--- src/rtl/tod_pkg.sv ---
`timescale 1ns/1ps
package tod_pkg;
  // one-hot positions of the command kinds; lower index = higher priority
  localparam int CMD_INIT   = 0;
  localparam int CMD_UPDATE = 1;
  localparam int CMD_ADDEND = 2;
  localparam int CMD_N      = 3;

  typedef enum logic [1:0] {
    SEQ_IDLE   = 2'd0,
    SEQ_APPLY  = 2'd1,
    SEQ_RETIRE = 2'd2
  } seq_state_e;
endpackage

--- src/rtl/tod_cmd_seq.sv ---
`timescale 1ns/1ps
module tod_cmd_seq
  import tod_pkg::*;
(
  input  logic             clk,
  input  logic             rst_n,
  input  logic [CMD_N-1:0] req,
  output logic [CMD_N-1:0] apply,
  output logic [CMD_N-1:0] busy
);
  seq_state_e       state_q;
  logic [CMD_N-1:0] kind_q;
  logic [CMD_N-1:0] pick;

  // fixed priority: lowest index wins
  always_comb begin
    pick = '0;
    for (int i = CMD_N - 1; i >= 0; i--) begin
      if (req[i]) pick = CMD_N'(1) << i;
    end
  end

  always_ff @(posedge clk) begin
    if (!rst_n) begin
      state_q <= SEQ_IDLE;
      kind_q  <= '0;
    end else begin
      unique case (state_q)
        SEQ_IDLE: begin
          if (|req) begin
            state_q <= SEQ_APPLY;
            kind_q  <= pick;
          end
        end
        SEQ_APPLY:  state_q <= SEQ_RETIRE;
        SEQ_RETIRE: begin
          state_q <= SEQ_IDLE;
          kind_q  <= '0;
        end
        default:    state_q <= SEQ_IDLE;
      endcase
    end
  end

  for (genvar g = 0; g < CMD_N; g++) begin : g_flags
    assign apply[g] = (state_q == SEQ_APPLY) && kind_q[g];
    assign busy[g]  = (state_q != SEQ_IDLE) && kind_q[g];
  end
endmodule

--- src/rtl/tod_rate_accum.sv ---
`timescale 1ns/1ps
module tod_rate_accum #(
  parameter int                ACC_W      = 32,
  parameter logic [ACC_W-1:0]  ADDEND_RST = ACC_W'(1) << (ACC_W - 1)
) (
  input  logic             clk,
  input  logic             rst_n,
  input  logic             fine_en,
  input  logic [ACC_W-1:0] addend_new,
  input  logic             addend_take,
  output logic             tick
);
  logic [ACC_W-1:0] acc_q;
  logic [ACC_W-1:0] addend_q;
  logic [ACC_W:0]   acc_sum;

  assign acc_sum = {1'b0, acc_q} + {1'b0, addend_q};
  assign tick    = fine_en ? acc_sum[ACC_W] : 1'b1;

  always_ff @(posedge clk) begin
    if (!rst_n) begin
      acc_q    <= '0;
      addend_q <= ADDEND_RST;
    end else begin
      acc_q <= acc_sum[ACC_W-1:0];
      if (addend_take) addend_q <= addend_new;
    end
  end
endmodule

--- src/rtl/tod_time_core.sv ---
`timescale 1ns/1ps
module tod_time_core #(
  parameter int          SEC_W    = 32,
  parameter int          SUB_W    = 31,
  parameter int          INC_W    = 8,
  parameter int unsigned DEC_ROLL = 1_000_000_000
) (
  input  logic             clk,
  input  logic             rst_n,
  input  logic             decimal_mode,
  input  logic [INC_W-1:0] step,
  input  logic             tick,
  input  logic             do_load,
  input  logic             do_offset,
  input  logic             off_neg,
  input  logic [SEC_W-1:0] in_sec,
  input  logic [SUB_W:0]   in_sub,
  output logic [SEC_W-1:0] sec_q,
  output logic [SUB_W-1:0] sub_q
);
  localparam int SX = SUB_W + 2;

  logic [SX-1:0]    roll;
  logic [SX-1:0]    step_sum;
  logic [SX-1:0]    off_sum;
  logic             step_wrap;
  logic             off_wrap;
  logic [SEC_W-1:0] sec_adj;

  assign roll      = decimal_mode ? SX'(DEC_ROLL) : (SX'(1) << SUB_W);
  assign step_sum  = SX'(sub_q) + SX'(step);
  assign step_wrap = step_sum >= roll;
  assign off_sum   = SX'(sub_q) + SX'(in_sub);
  assign off_wrap  = off_sum >= roll;

  // carry (+1) for add, borrow (-1) for subtract
  always_comb begin
    if (off_neg && !off_wrap)      sec_adj = '1;
    else if (!off_neg && off_wrap) sec_adj = SEC_W'(1);
    else                           sec_adj = '0;
  end

  always_ff @(posedge clk) begin
    if (!rst_n) begin
      sec_q <= '0;
      sub_q <= '0;
    end else if (do_load) begin
      sec_q <= in_sec;
      sub_q <= in_sub[SUB_W-1:0];
    end else if (do_offset) begin
      sec_q <= sec_q + in_sec + sec_adj;
      sub_q <= off_wrap ? SUB_W'(off_sum - roll) : SUB_W'(off_sum);
    end else if (tick) begin
      sec_q <= sec_q + SEC_W'(step_wrap);
      sub_q <= step_wrap ? SUB_W'(step_sum - roll) : SUB_W'(step_sum);
    end
  end
endmodule

--- src/rtl/tod_counter.sv ---
`timescale 1ns/1ps
module tod_counter
  import tod_pkg::*;
#(
  parameter int          SEC_W    = 32,
  parameter int          SUB_W    = 31,
  parameter int          INC_W    = 8,
  parameter int          ACC_W    = 32,
  parameter int unsigned DEC_ROLL = 1_000_000_000
) (
  input  logic             clk,
  input  logic             rst_n,
  input  logic             fine_mode,
  input  logic             decimal_mode,
  input  logic [INC_W-1:0] sub_inc,
  input  logic [ACC_W-1:0] addend_val,
  input  logic [SEC_W-1:0] set_sec,
  input  logic [SUB_W:0]   set_sub,
  input  logic             set_neg,
  input  logic             req_init,
  input  logic             req_addend,
  input  logic             req_update,
  output logic [SEC_W-1:0] tod_sec,
  output logic [SUB_W-1:0] tod_subsec,
  output logic             busy_init,
  output logic             busy_addend,
  output logic             busy_update
);
  logic [CMD_N-1:0] req_vec;
  logic [CMD_N-1:0] apply_vec;
  logic [CMD_N-1:0] busy_vec;
  logic             core_tick;
  logic             do_init;
  logic             do_update;

  assign req_vec[CMD_INIT]   = req_init;
  assign req_vec[CMD_UPDATE] = req_update;
  assign req_vec[CMD_ADDEND] = req_addend;
  assign do_init     = apply_vec[CMD_INIT];
  assign do_update   = apply_vec[CMD_UPDATE];
  assign busy_init   = busy_vec[CMD_INIT];
  assign busy_update = busy_vec[CMD_UPDATE];
  assign busy_addend = busy_vec[CMD_ADDEND];

  tod_cmd_seq u_seq (
    .clk   (clk),
    .rst_n (rst_n),
    .req   (req_vec),
    .apply (apply_vec),
    .busy  (busy_vec)
  );

  tod_rate_accum #(.ACC_W(ACC_W)) u_rate (
    .clk         (clk),
    .rst_n       (rst_n),
    .fine_en     (fine_mode),
    .addend_new  (addend_val),
    .addend_take (apply_vec[CMD_ADDEND]),
    .tick        (core_tick)
  );

  tod_time_core #(
    .SEC_W(SEC_W), .SUB_W(SUB_W), .INC_W(INC_W), .DEC_ROLL(DEC_ROLL)
  ) u_core (
    .clk          (clk),
    .rst_n        (rst_n),
    .decimal_mode (decimal_mode),
    .step         (sub_inc),
    .tick         (core_tick),
    .do_load      (do_init),
    .do_offset    (do_update),
    .off_neg      (set_neg),
    .in_sec       (set_sec),
    .in_sub       (set_sub),
    .sec_q        (tod_sec),
    .sub_q        (tod_subsec)
  );
endmodule

--- config.mk ---
export PLATFORM = sky130hd
export DESIGN_NAME = tod_counter
export DESIGN_NICKNAME = d
export VERILOG_FILES = /design/src/rtl/tod_pkg.sv /design/src/rtl/tod_cmd_seq.sv /design/src/rtl/tod_rate_accum.sv /design/src/rtl/tod_time_core.sv /design/src/rtl/tod_counter.sv
export SDC_FILE = /design/constraint.sdc
export NUM_CORES = 1
export LEC_CHECK = 0
export BUFFER_PORTS_ARGS = -buffer_cell sky130_fd_sc_hd__buf_2
export CAP_MARGIN = 20
export CELL_PAD_IN_SITES_DETAIL_PLACEMENT = 0
export CELL_PAD_IN_SITES_GLOBAL_PLACEMENT = 1
export CORE_UTILIZATION = 28
export DETAILED_ROUTE_END_ITERATION = 16
export PLACE_DENSITY = 0.56
export SLEW_MARGIN = 10
export SYNTH_ARGS = -nofsm -noshare
export SYNTH_HDL_FRONTEND = slang
export SYNTH_SLANG_ARGS = --single-unit
--- constraint.sdc ---
create_clock -name clk -period 10.25 [get_ports clk]
set_input_delay 1.025 -clock clk [delete_from_list [all_inputs] [get_ports clk]]
set_output_delay 1.025 -clock clk [all_outputs]
set_load 0.01 [all_outputs]
==> reports/metrics.csv, run 1 <==
metric,value,unit
result of the run,finished clean,
number of inserted filler cells in the final layout,5756,
Post-Synthesis Net Count,2283,
final worst path period share,0.927,
number of buffers between clock root and the deepest sink,2,
leakage component of the power,7.74,nW
sequential-to-total area share from yosys stat,0.177,
fraction of layout instances using a drive strength above 1,0.140,
initial antenna violation count,4,
total global routing overflow,0,
post-synthesis cell type count,93,
count of routing violations after the opening detailed-route iteration,892,
register clock-pin slew on the reported worst setup and hold paths,70,ps
final setup vio count,0,
final worst slack,745,ps
row count,84,
slew at the pin closest to its max-slew limit,990,ps
TritonCTS clock tree,built,
wire length of the first global-routing pass,85800,um
final layout net count,2443,
category of the worst setup path capture point,register,
hold violation total from the final report,0,
WL per Instance,19.4,um
Port Buf Inserts,177,
Worst VDD drop,0.121,mV
max-cap violation count,0,
sort of element at the start of the critical path,primary input,
mapped cell area,14900,um^2
Most Frequent Cell on Critical Path,sky130_fd_sc_hd__a21oi_1,
Area Growth Syn to Fin,16.2,%
Setup Crit Path Kind,primary input to register,
power density over the cells,185,nW/um^2
worst-case headroom to the max-slew limit,0.340,
drt drc,0,
clock period minus final worst setup slack,9510,ps
warning count from the yosys run,0,
number of I/O pins,178,
Post-CTS Setup Repair Bufs,0,
cell type with the largest total area after synthesis,sky130_fd_sc_hd__dfxtp_1,
# diodes,0,
footprint of the flip-flops and latches,2640,um^2
fmax,0.105,GHz
number of vias after detailed routing,15400,
final wirelength,55500,um
worst setup timing slack at the placement stage,249,ps
path type of the worst min-delay path,register to register,
area of the multi-input gates,11700,um^2
delay of the slowest cell on the worst path,430,ps
PostCTS Resize Cnt,0,
top-area cell type share of the netlist area,0.177,
Critical Path Slowest Stage Cell,sky130_fd_sc_hd__nor4b_1,
flip-flop and latch count after synthesis,132,
DR vias/cell,5.39,
count of clock tree sinks,132,
synth top area cells,"sky130_fd_sc_hd__dfxtp_1, sky130_fd_sc_hd__ha_1, sky130_fd_sc_hd__a21oi_1",
iteration count of the initial detailed-routing pass,6,
Chip Height,233,um
hold-fix buffer count after cts,0,
buffer type at the clock tree root,sky130_fd_sc_hd__clkbuf_16,
routability cong.,0.874,
prevailing post-synth register cell,sky130_fd_sc_hd__dfxtp_1,
Critical Path RT,10580,ps
Max H-tree Level,4,
maximum fanout along the worst path,5,
arrival time reported for the critical path endpoint,9840,ps
die span in x,233,um
number of slew-limit violations in the final report,0,
maximum number of pins on one net before global-route repair,84,
All-Layer GR Usage,0.204,
core area,52600,um^2
clock skew after layout,14.5,ps
number of buffers added by the clock tree synthesis step,17,
via count of the first global-routing pass,15100,
Sum Neg Setup Slack,0,ps
fraction of registers with async set/reset,0,
effective utilization at floorplan,0.284,
syn avg cell area,7.46,um^2
HPWL after detailed placement,42300,um
"EDFF count, synth",0,
clock network latency to the later pin of the worst-skew pair,460,ps
count of nets left with antenna violations after detail routing,0,
cells after synthesis,2001,
RSZ-0062 raised after global routing,no,
area enclosed by the die boundary,54200,um^2
==> metal layers <==
metal | vias up | routed length, um | track usage
met4 | 8 | 1100 | 0.0572
met3 | 78 | 2530 | 0.0365
met1 | 7274 | 25500 | 0.259
li1 | 7739 | - | -
met5 | - | 54 | 0
met2 | 323 | 26300 | 0.351
==> cell families after synthesis <==
family,after synthesis,share of synthesized area
multiplexers,14,0.00965
buffers and inverters,153,0.0407
flip-flops,132,0.177
AND/OR/NAND/NOR,688,0.220
XOR/XNOR,183,0.107
adder cells (fa/ha/maj),170,0.145
AO/OA/AOI/OAI,661,0.300
==> critical path: cells and delay by family <==
kind,cells,cell delay (ps)
AND/OR/NAND/NOR,8,1430
buffers and inverters,7,950
XOR/XNOR,2,270
adder cells (fa/ha/maj),6,1770
AO/OA/AOI/OAI,22,4380
==> sequential cells by signal, summed over array words and instances, names as in the netlist <==
signal           cells
u_core.sec_q        32
u_rate.acc_q        32
u_rate.addend_q     32
u_core.sub_q        31
u_seq.kind_q         3
u_seq.state_q        2
==> path summary, 6_finish.rpt <==
path	start	endpoint	slack (ps)	cells after the start
worst max-delay path	set_sub[1]	u_core.sec_q[31]	740	45
worst min register to register	u_rate.addend_q[22]	u_rate.addend_q[22]	460	2
worst min-delay path	u_rate.addend_q[22]	u_rate.addend_q[22]	460	2
worst max register to register	u_core.sub_q[11]	u_core.sec_q[31]	970	44
==> where the power goes <==
group | internal, W | leakage [nW] | switching (W)
combinational | 0.000817 | 6.38 | 0.00111
sequential | 0.000555 | 1.08 | 0.0000775
clock | 0.000368 | 0.278 | 0.000277
==> cell type report <==
| cell class | instances | share of cell area |
|---|---|---|
| well taps | 688 | 0.0497 |
| clock inverters | 13 | 0.00866 |
| inverters | 63 | 0.0137 |
| multi-input cells | 1716 | 0.675 |
| flip-flops and latches | 132 | 0.152 |
| repair buffers | 231 | 0.0745 |
| clock buffers | 19 | 0.0256 |
==> through the flow <==
step	util	hold WS [ps]	cells	power [W]	area (um^2)
after floorplan	-	441	2001	0.00200	14900
after global placement	0.318	454	2830	0.00256	16700
after detailed placement	0.318	459	2830	0.00256	16700
after CTS	0.330	468	2862	0.00323	17300
after global routing	0.330	482	2862	0.00347	17300
final	0.330	464	2862	0.00321	17300
==> cell usage in the layout, fill, tap and decap left out, types with 11 or more instances in the layout <==
cell type and count:
sky130_fd_sc_hd__and2_1 20, sky130_fd_sc_hd__or2_2 11, sky130_fd_sc_hd__xnor2_1 91, sky130_fd_sc_hd__nand2_1 194
sky130_fd_sc_hd__and3_1 26, sky130_fd_sc_hd__nand2b_1 20, sky130_fd_sc_hd__a22oi_1 12, sky130_fd_sc_hd__a221oi_1 11
sky130_fd_sc_hd__nor3_1 66, sky130_fd_sc_hd__buf_4 54, sky130_fd_sc_hd__nand3_1 59, sky130_fd_sc_hd__ha_1 164
sky130_fd_sc_hd__a21oi_1 182, sky130_fd_sc_hd__or3_1 16, sky130_fd_sc_hd__o21bai_1 15, sky130_fd_sc_hd__dfxtp_1 132
sky130_fd_sc_hd__nor2b_1 21, sky130_fd_sc_hd__clkbuf_16 17, sky130_fd_sc_hd__a21o_1 72, sky130_fd_sc_hd__inv_1 61
sky130_fd_sc_hd__o21a_1 25, sky130_fd_sc_hd__nor2_1 179, sky130_fd_sc_hd__nand4_1 21, sky130_fd_sc_hd__a211oi_1 50
sky130_fd_sc_hd__xor2_1 92, sky130_fd_sc_hd__o221ai_1 14, sky130_fd_sc_hd__mux2i_1 11, sky130_fd_sc_hd__o211ai_1 24
sky130_fd_sc_hd__o21ai_0 110, sky130_fd_sc_hd__buf_2 177, sky130_fd_sc_hd__nor4_1 16, sky130_fd_sc_hd__a31oi_1 23
==> Yosys cell counts, types with 24 or more instances <==
| master | instances |
|---|---|
| sky130_fd_sc_hd__ha_1 | 165 |
| sky130_fd_sc_hd__a21oi_1 | 182 |
| sky130_fd_sc_hd__nor3_1 | 66 |
| sky130_fd_sc_hd__o21a_1 | 25 |
| sky130_fd_sc_hd__and3_1 | 26 |
| sky130_fd_sc_hd__nand2_1 | 196 |
| sky130_fd_sc_hd__o21ai_0 | 111 |
| sky130_fd_sc_hd__inv_1 | 61 |
| sky130_fd_sc_hd__xor2_1 | 92 |
| sky130_fd_sc_hd__a21o_1 | 72 |
| sky130_fd_sc_hd__xnor2_1 | 91 |
| sky130_fd_sc_hd__dfxtp_1 | 132 |
| sky130_fd_sc_hd__nand3_1 | 59 |
| sky130_fd_sc_hd__clkbuf_1 | 67 |
| sky130_fd_sc_hd__o211ai_1 | 24 |
| sky130_fd_sc_hd__nor2_1 | 181 |
| sky130_fd_sc_hd__a211oi_1 | 50 |
(Power assumes the default switching activity.)
==> run 2, diff against run 1 <==
--- a/config.mk
+++ b/config.mk
@@ -7,11 +7,9 @@
 export LEC_CHECK = 0
 export BUFFER_PORTS_ARGS = -buffer_cell sky130_fd_sc_hd__buf_2
 export CAP_MARGIN = 20
-export CELL_PAD_IN_SITES_DETAIL_PLACEMENT = 0
-export CELL_PAD_IN_SITES_GLOBAL_PLACEMENT = 1
 export CORE_UTILIZATION = 28
 export DETAILED_ROUTE_END_ITERATION = 16
-export PLACE_DENSITY = 0.56
+export PLACE_DENSITY = 0.44
 export SLEW_MARGIN = 10
 export SYNTH_ARGS = -nofsm -noshare
 export SYNTH_HDL_FRONTEND = slang
==> constraint.sdc (replaced) <==
create_clock -name clk -period 11.8 [get_ports clk]
set_input_delay 1.18 -clock clk [delete_from_list [all_inputs] [get_ports clk]]
set_output_delay 1.18 -clock clk [all_outputs]
set_load 0.01 [all_outputs]
==> reports/metrics.csv, run 2 (same netlist as run 1, synthesis figures left out) <==
metric,value,unit,change
result of the run,finished clean,,unchanged
count of routing violations after the opening detailed-route iteration,978,,was 892
Critical Path Slowest Stage Cell,sky130_fd_sc_hd__a2111oi_0,,was sky130_fd_sc_hd__nor4b_1
hold-fix buffer count after cts,0,,unchanged
final layout net count,2409,,was 2443
Post-CTS Setup Repair Bufs,0,,unchanged
instance area at placement,16500,um^2,was 16700 um^2
TritonCTS clock tree,built,,unchanged
buffer type at the clock tree root,sky130_fd_sc_hd__clkbuf_16,,unchanged
arrival time reported for the critical path endpoint,10670,ps,was 9840 ps
Sum Neg Setup Slack,0,ps,unchanged
smallest hold slack,464,ps,about the same
clock skew after layout,12.6,ps,was 14.5 ps
RSZ-0062 raised after global routing,no,,unchanged
number of buffers added by the clock tree synthesis step,17,,unchanged
row count,84,,unchanged
register clock-pin slew on the reported worst setup and hold paths,70,ps,about the same
count of nets left with antenna violations after detail routing,0,,unchanged
iteration count of the initial detailed-routing pass,5,,was 6
maximum fanout along the worst path,13,,was 5
Layout Utilization,0.325,,was 0.330
initial antenna violation count,4,,unchanged
area enclosed by the die boundary,54200,um^2,unchanged
wire length of the first global-routing pass,85400,um,was 85800 um
number of buffers between clock root and the deepest sink,2,,unchanged
effective utilization at floorplan,0.284,,unchanged
fraction of layout instances using a drive strength above 1,0.126,,was 0.140
core area,52600,um^2,unchanged
leakage component of the power,7.57,nW,was 7.74 nW
delay of the slowest cell on the worst path,460,ps,was 430 ps
max-cap violation count,0,,unchanged
count of clock tree sinks,132,,unchanged
Critical Path RT,12130,ps,was 10580 ps
final worst path period share,0.877,,
Worst VDD drop,0.101,mV,was 0.121 mV
All-Layer GR Usage,0.203,,was 0.204
HPWL after detailed placement,41500,um,was 42300 um
number of I/O pins,178,,unchanged
clock network latency to the later pin of the worst-skew pair,450,ps,was 460 ps
power density over the cells,159,nW/um^2,was 185 nW/um^2
path type of the worst min-delay path,register to register,,unchanged
clock period minus final worst setup slack,10350,ps,
PostCTS Resize Cnt,0,,unchanged
number of vias after detailed routing,15300,,was 15400
final setup vio count,0,,unchanged
Max H-tree Level,4,,unchanged
maximum number of pins on one net before global-route repair,63,,was 84
Area Growth Syn to Fin,14.3,%,was 16.2%
die span in x,233,um,unchanged
drt drc,0,,unchanged
number of instances in the placed design,2796,,was 2830
Layout Cells excl Fill,2828,,was 2862
category of the worst setup path capture point,register,,unchanged
worst-case headroom to the max-slew limit,0.395,,was 0.340
hold violation total from the final report,0,,unchanged
final wirelength,54800,um,was 55500 um
"commonest cells after routing, fill and taps aside","sky130_fd_sc_hd__nand2_1, sky130_fd_sc_hd__a21oi_1, sky130_fd_sc_hd__nor2_1, sky130_fd_sc_hd__buf_2, sky130_fd_sc_hd__ha_1",,unchanged
DR vias/cell,5.41,,was 5.39
Setup Crit Path Kind,primary input to register,,unchanged
fmax,0.0967,GHz,
sort of element at the start of the critical path,primary input,,unchanged
Chip Height,233,um,unchanged
slew at the pin closest to its max-slew limit,900,ps,was 990 ps
WL per Instance,19.4,um,about the same
via count of the first global-routing pass,14800,,was 15100
total global routing overflow,0,,unchanged
Port Buf Inserts,177,,unchanged
number of slew-limit violations in the final report,0,,unchanged
most common library cell in the layout ignoring fill and taps,sky130_fd_sc_hd__nand2_1,,unchanged
registers with the most flip-flops,"u_core.sec_q x32, u_rate.acc_q x32, u_rate.addend_q x32",,unchanged
"Non-Filler Cell Area, Final",17100,um^2,was 17300 um^2
routability cong.,0.897,,was 0.874
[run 2: cell count changes in the layout (fill, tap and decap cells not counted)]
cell	before	now
sky130_fd_sc_hd__buf_4	54	20
sky130_fd_sc_hd__clkinv_2	2	4
sky130_fd_sc_hd__a2111oi_0	4	5
sky130_fd_sc_hd__a2111oi_1	1	0
sky130_fd_sc_hd__clkinvlp_4	4	3
sky130_fd_sc_hd__diode_2	0	1
sky130_fd_sc_hd__inv_6	2	1
sky130_fd_sc_hd__inv_8	1	0
sky130_fd_sc_hd__o21ai_0	110	111
sky130_fd_sc_hd__o21ai_1	2	1
[run 2: power by group]
part	total, W	switching, W	internal (W)	leakage [nW]
Clock	0.000543	0.000228	0.000315	0.275
Combinational	0.00162	0.000958	0.000659	6.22
Sequential	0.000553	0.0000709	0.000482	1.08
[run 2: worst paths after layout]
path                                          from                 end  slack (ps)  cells past startpoint
worst max-delay path                    set_sub[1]    u_core.sec_q[31]        1450                     42
worst min-delay path            u_rate.addend_q[0]  u_rate.addend_q[0]         460                      2
worst max register to register     u_core.sub_q[1]    u_core.sec_q[31]        1930                     41
worst min register to register  u_rate.addend_q[0]  u_rate.addend_q[0]         460                      2
[run 2: final cells by class]
cell class | count | area, um^2
Fill cell | 5757 | 35500
Multi-Input combinational cell | 1716 | 11700
Sequential cell | 132 | 2640
Timing Repair Buffer | 197 | 1040
Tap cell | 688 | 861
Clock buffer | 19 | 443
Inverter | 63 | 238
Clock inverter | 12 | 133
Antenna cell | 1 | 2.50
[run 2: per-layer routing]
metal	global-route usage	wire, um
met1	0.263	25300
met4	0.0562	1090
met3	0.0354	2430
met5	0	32
met2	0.343	26000
[run 2: through the flow]
stage	total power [W]	setup WS (ps)
final	0.00271	1450
after floorplan	0.00173	2440
after global routing	0.00294	639
after global placement	0.00217	1350
after CTS	0.00273	1510
after detailed placement	0.00217	1100
[run 2: worst max-delay path: cells and delay by family]
| kind | cells | cell delay (ps) |
|---|---|---|
| xor gates and xnor gates | 2 | 300 |
| and+or+nand+nor | 8 | 1300 |
| adders and majority gates | 6 | 2000 |
| AOI/OAI and AO/OA | 22 | 5240 |
| buffers and inverters | 4 | 640 |
